===== src/rtl/safeload_pkg.sv =====
package safeload_pkg;
  typedef enum logic [1:0] {
    SL_IDLE  = 2'd0,
    SL_ARMED = 2'd1,
    SL_COPY  = 2'd2
  } sl_state_e;
endpackage


===== src/rtl/safeload_stage.sv =====
module safeload_stage #(
  parameter int NUM_ENTRIES = 5,
  parameter int IDX_W       = 3,
  parameter int ADDR_W      = 10,
  parameter int DATA_W      = 26
) (
  input  logic                          clk_i,
  input  logic                          rst_ni,
  input  logic                          wr_en_i,
  input  logic [IDX_W-1:0]              wr_idx_i,
  input  logic [ADDR_W-1:0]             wr_addr_i,
  input  logic [DATA_W-1:0]             wr_data_i,
  input  logic                          clr_en_i,
  input  logic [IDX_W-1:0]              clr_idx_i,
  output logic [NUM_ENTRIES-1:0]        dirty_o,
  output logic [NUM_ENTRIES*ADDR_W-1:0] addr_o,
  output logic [NUM_ENTRIES*DATA_W-1:0] data_o
);
  for (genvar g = 0; g < NUM_ENTRIES; g++) begin : g_ent
    logic [ADDR_W-1:0] addr_q;
    logic [DATA_W-1:0] data_q;
    logic              dirty_q;
    logic              hit_wr, hit_clr;

    assign hit_wr  = wr_en_i  && (wr_idx_i  == IDX_W'(g));
    assign hit_clr = clr_en_i && (clr_idx_i == IDX_W'(g));

    always_ff @(posedge clk_i or negedge rst_ni) begin
      if (!rst_ni) begin
        addr_q  <= '0;
        data_q  <= '0;
        dirty_q <= 1'b0;
      end else if (hit_wr) begin
        addr_q  <= wr_addr_i;
        data_q  <= wr_data_i;
        dirty_q <= 1'b1;
      end else if (hit_clr) begin
        dirty_q <= 1'b0;
      end
    end

    assign dirty_o[g]                   = dirty_q;
    assign addr_o[g*ADDR_W +: ADDR_W]   = addr_q;
    assign data_o[g*DATA_W +: DATA_W]   = data_q;
  end
endmodule


===== src/rtl/safeload_pick.sv =====
module safeload_pick #(
  parameter int NUM_ENTRIES = 5,
  parameter int IDX_W       = 3
) (
  input  logic [NUM_ENTRIES-1:0] dirty_i,
  output logic                   any_o,
  output logic                   last_o,
  output logic [IDX_W-1:0]       idx_o
);
  // lowest pending index wins
  always_comb begin
    idx_o = '0;
    for (int i = NUM_ENTRIES - 1; i >= 0; i--) begin
      if (dirty_i[i]) idx_o = IDX_W'(i);
    end
  end

  assign any_o  = |dirty_i;
  assign last_o = ($countones(dirty_i) == 1);
endmodule


===== src/rtl/safeload_ctrl.sv =====
module safeload_ctrl
  import safeload_pkg::*;
(
  input  logic clk_i,
  input  logic rst_ni,
  input  logic req_i,
  input  logic strobe_i,
  input  logic any_i,
  input  logic last_i,
  output logic clr_en_o,
  output logic busy_o,
  output logic done_o
);
  sl_state_e state_q;
  logic      done_q;

  always_ff @(posedge clk_i or negedge rst_ni) begin
    if (!rst_ni) begin
      state_q <= SL_IDLE;
      done_q  <= 1'b0;
    end else begin
      unique case (state_q)
        SL_IDLE: if (req_i) begin
          state_q <= SL_ARMED;
          done_q  <= 1'b0;
        end
        SL_ARMED: if (strobe_i) begin
          if (any_i) begin
            state_q <= SL_COPY;
          end else begin
            state_q <= SL_IDLE;
            done_q  <= 1'b1;
          end
        end
        SL_COPY: if (last_i || !any_i) begin
          state_q <= SL_IDLE;
          done_q  <= 1'b1;
        end
        default: state_q <= SL_IDLE;
      endcase
    end
  end

  assign clr_en_o = (state_q == SL_COPY) && any_i;
  assign busy_o   = (state_q != SL_IDLE);
  assign done_o   = done_q;
endmodule


===== src/rtl/safeload_engine.sv =====
module safeload_engine #(
  parameter int NUM_ENTRIES = 5,
  parameter int ADDR_W      = 10,
  parameter int DATA_W      = 26,
  localparam int IDX_W      = (NUM_ENTRIES > 1) ? $clog2(NUM_ENTRIES) : 1
) (
  input  logic              clk_i,
  input  logic              rst_ni,
  input  logic              stg_we_i,
  input  logic [IDX_W-1:0]  stg_idx_i,
  input  logic [ADDR_W-1:0] stg_addr_i,
  input  logic [DATA_W-1:0] stg_data_i,
  output logic              stg_busy_o,
  input  logic              xfer_req_i,
  input  logic              frame_strobe_i,
  output logic              ram_we_o,
  output logic [ADDR_W-1:0] ram_addr_o,
  output logic [DATA_W-1:0] ram_data_o,
  output logic              done_o
);
  logic [NUM_ENTRIES-1:0]        dirty;
  logic [NUM_ENTRIES*ADDR_W-1:0] addr_flat;
  logic [NUM_ENTRIES*DATA_W-1:0] data_flat;
  logic [IDX_W-1:0]              sel_idx;
  logic                          any_dirty, last_dirty, clr_en, busy, wr_accept;

  assign wr_accept = stg_we_i && !busy;

  safeload_stage #(
    .NUM_ENTRIES(NUM_ENTRIES), .IDX_W(IDX_W), .ADDR_W(ADDR_W), .DATA_W(DATA_W)
  ) u_stage (
    .clk_i    (clk_i),
    .rst_ni   (rst_ni),
    .wr_en_i  (wr_accept),
    .wr_idx_i (stg_idx_i),
    .wr_addr_i(stg_addr_i),
    .wr_data_i(stg_data_i),
    .clr_en_i (clr_en),
    .clr_idx_i(sel_idx),
    .dirty_o  (dirty),
    .addr_o   (addr_flat),
    .data_o   (data_flat)
  );

  safeload_pick #(.NUM_ENTRIES(NUM_ENTRIES), .IDX_W(IDX_W)) u_pick (
    .dirty_i(dirty),
    .any_o  (any_dirty),
    .last_o (last_dirty),
    .idx_o  (sel_idx)
  );

  safeload_ctrl u_ctrl (
    .clk_i   (clk_i),
    .rst_ni  (rst_ni),
    .req_i   (xfer_req_i),
    .strobe_i(frame_strobe_i),
    .any_i   (any_dirty),
    .last_i  (last_dirty),
    .clr_en_o(clr_en),
    .busy_o  (busy),
    .done_o  (done_o)
  );

  assign stg_busy_o = busy;
  assign ram_we_o   = clr_en;
  assign ram_addr_o = addr_flat[int'(sel_idx)*ADDR_W +: ADDR_W];
  assign ram_data_o = data_flat[int'(sel_idx)*DATA_W +: DATA_W];
endmodule


===== config.mk =====
export PLATFORM = sky130hd
export DESIGN_NAME = safeload_engine
export DESIGN_NICKNAME = d
export VERILOG_FILES = /design/src/rtl/safeload_pkg.sv /design/src/rtl/safeload_stage.sv /design/src/rtl/safeload_pick.sv /design/src/rtl/safeload_ctrl.sv /design/src/rtl/safeload_engine.sv
export SDC_FILE = /design/constraint.sdc
export NUM_CORES = 1
export LEC_CHECK = 0
export ABC_AREA = 0
export CORE_ASPECT_RATIO = 0.6
export CORE_UTILIZATION = 57
export DETAILED_ROUTE_END_ITERATION = 16
export GPL_ROUTABILITY_DRIVEN = 1
export GPL_TIMING_DRIVEN = 0
export PLACE_DENSITY_LB_ADDON = 0.08
export SYNTH_ARGS = -nofsm -noshare
export SYNTH_HDL_FRONTEND = slang
export SYNTH_SLANG_ARGS = --single-unit

===== constraint.sdc =====
create_clock -name clk_i -period 2.55 [get_ports clk_i]
set_input_delay 0.3825 -clock clk_i [delete_from_list [all_inputs] [get_ports clk_i]]
set_output_delay 0.3825 -clock clk_i [all_outputs]
set_load 0.1 [all_outputs]

==> impl_metrics.toml <==
[layout]
final_core_util_pct = 77.5
nets = 852
antenna_cells = 0
design_area_mm2 = 0.0114
drive_above_1_share_pct = 44.2
layout.cells.non_filler = 1008
syn_to_final_growth_pct = 31.1

[place]
placedCellCount = 968
dpl_cell_area_mm2 = 0.0101
gp_congestion = 0.772
dp_hpwl_um = 13800
io_buffers = 82

[clock_tree]
clock_latency_ns = 0.43
numCtsBuffers = 17
clk_pin_slew_ns = 0.08
cts_tree = "yes"
htreeDepth = 4
cts_max_path_buffers = 2
cts-root-buf = "clkbuf_16"
clkSinkCount = 188

[drt]
drc_errors = 0
wire_per_inst_um = 21.6
first_pass_iters = 5
routed-via-count = 6054
vias_per_cell = 6.01
drt_wl_total_um = 21800
initialDrtViolationCount = 351
final_antenna_net_count = 0

[die]
rows = 34
initial_core_util_pct = 59.1
fp.dieW_um = 161
core-area_mm2 = 0.0147
die-area_mm2 = 0.0157
die_h_um = 97.6
ios = 83

[synth]
ys_async_sr_fraction_pct = 100
ys_warn_count = 0
synthesis.area_mm2 = 0.00868
netlist.area_leader.share_pct = 54.2
synth_nets = 742
synthesis.instances = 687
synth-main-ff-cell = "dfrtp_1"
ys_types = 27
synthTopCellsByArea = "dfrtp_1, mux2_2, nand2_1"
ys_seq_area_share_pct = 54.2
yosysMostFrequentCell = "dfrtp_1"
synth.largest_area_cell = "dfrtp_1"
synth-edff-count = 0
ys_ff_latch = 188
synthTopCellsByCount = "dfrtp_1, mux2_2, nand2_1"
avgSynthCellArea_um2 = 12.6

[timing]
tightest_slew_ns = 0.966
slew_headroom_pct = 35.4
max_freq_ghz = 0.358
setup_ws_ns = -0.247
fin_tns_setup_ns = -7.96
rsz0062_at_grt = "yes"
setup_viol = 37
clock_skew_ns = 0.0146
hold_viol_final = 0
slew_viol_final = 0
post-route-min-period_ns = 2.80
timing.final.crit_share_pct = 110

[grt]
grt_pass1_wl_um = 34500
grt_max_degree = 102
track_usage_pct = 29.0
overflow = 0
antenna_found_initial = 0
grt_pass1_vias = 6342

[critical_path]
cp.required_ns = 2.17
critPathLaunch = "u_stage.g_ent[0].dirty_q$_DFFE_PN0P_"
reg2reg_from = "u_stage.g_ent[0].dirty_q$_DFFE_PN0P_"
rr_worst_depth = 9
start_kind = "flop"
reg2reg_slack_ns = 0.04
r2r-end = "u_ctrl.done_o$_DFFE_PN0P_"
critPathMaxFanout = 10
arrival_ns = 2.41
crit_path_end_kind = "output pin"
crit_type = "flop to output pin"

[job]
maxCapViolations = 0

[min_path]
min-delay-path-class = "flop to flop"
worstHoldStart = "u_stage.g_ent[2].addr_q[1]$_DFFE_PN0P_"
hold-path-endpoint = "u_stage.g_ent[2].addr_q[1]$_DFFE_PN0P_"
holdPathStages = 1

[outcome]
violations = "setup timing"
outcome = "complete, but fails checks"
state kept, by name, indices dropped and copies added, names as in the netlist:
register and flops:
u_stage.g_ent.dirty_q 5, u_ctrl.state_q 2, u_stage.g_ent.data_q 130, u_stage.g_ent.addr_q 50
u_ctrl.done_o 1
worst max-delay path, cell delays in order (launching register included):
cell     delay (ns)
dfrtp_2        0.42
or4_4          0.58
or2_4          0.33
buf_12         0.18
a32o_4         0.30
buf_12         0.17
repair_timing:
item,in CTS,in global routing
setup endpoints to repair,127,149
resized for setup,375,47
pin swaps,6,5
gates cloned,0,0
endpoints found under the hold margin,60,0
hold buffers,1,0
buffers inserted,11,1
cells by family after synthesis:
family | after synthesis | share of synthesized area, %
mux | 219 | 27.9
simple gates | 166 | 8.26
compound gates | 48 | 5.08
flops | 188 | 54.2
buf+inv | 55 | 2.83
fa+ha+maj | 11 | 1.76
layout make-up:
class,count,area [um^2]
Sequential cell,188,4710
Multi-Input combinational cell,444,4160
Fill cell,894,3300
Timing Repair Buffer,96,1310
Clock buffer,19,453
Buffer,37,340
Tap cell,198,248
Clock inverter,13,108
Inverter,13,48.8
layout by cell type, fill, tap and decap left out, types with 2 or more instances in the layout:
cell type	synthesis	routed
ha_4	0	2
buf_2	13	8
dfrtp_1	188	185
nand3_1	38	37
mux2i_1	38	36
buf_12	0	38
a32o_4	0	29
buf_6	3	2
clkinvlp_4	0	4
mux2i_2	0	2
clkbuf_2	0	7
clkbuf_1	26	3
inv_6	0	4
o21ai_0	6	5
a32o_2	0	7
buf_8	0	8
clkdlybuf4s50_1	0	43
clkinv_4	0	3
dfrtp_2	0	3
clkbuf_8	0	3
a21o_1	2	2
buf_4	0	10
ha_1	9	6
clkbuf_4	0	10
clkbuf_16	0	18
mux2_2	181	181
nor2_1	5	3
nand2_1	114	114
inv_1	13	12
worst max-delay path by stage:
stage	endpoint	slack, ns	cells after the start
after global placement	u_stage.g_ent[2].data_q[12]$_DFFE_PN0P_	-6.17	1
after CTS	ram_data_o[18]	-0.26	5
after floorplan	ram_addr_o[0]	-0.12	7
after global routing	ram_data_o[15]	-0.31	6
after detailed placement	ram_data_o[15]	-1.63	7
final	ram_addr_o[9]	-0.25	5
stage by stage:
step                hold slack, ns  setup slack (ns)
global route                 0.515            -0.306
CTS                          0.511            -0.258
global placement             0.486             -6.17
floorplan                   0.0869            -0.120
finish                       0.508            -0.247
detailed placement           0.427             -1.63
metal layers:
| layer | up-vias | track usage, % | part of all wire (%) |
|---|---|---|---|
| li1 | 2681 | - | - |
| met5 | - | 0 | 0 |
| met1 | 3159 | 40.7 | 44 |
| met4 | 0 | 9.22 | 1.7 |
| met3 | 30 | 4.44 | 5.3 |
| met2 | 184 | 46.6 | 49 |
Power is left out: the tool's default activity adds up to more than one toggle a clock period on the data nets, which glitch-free logic cannot reach.
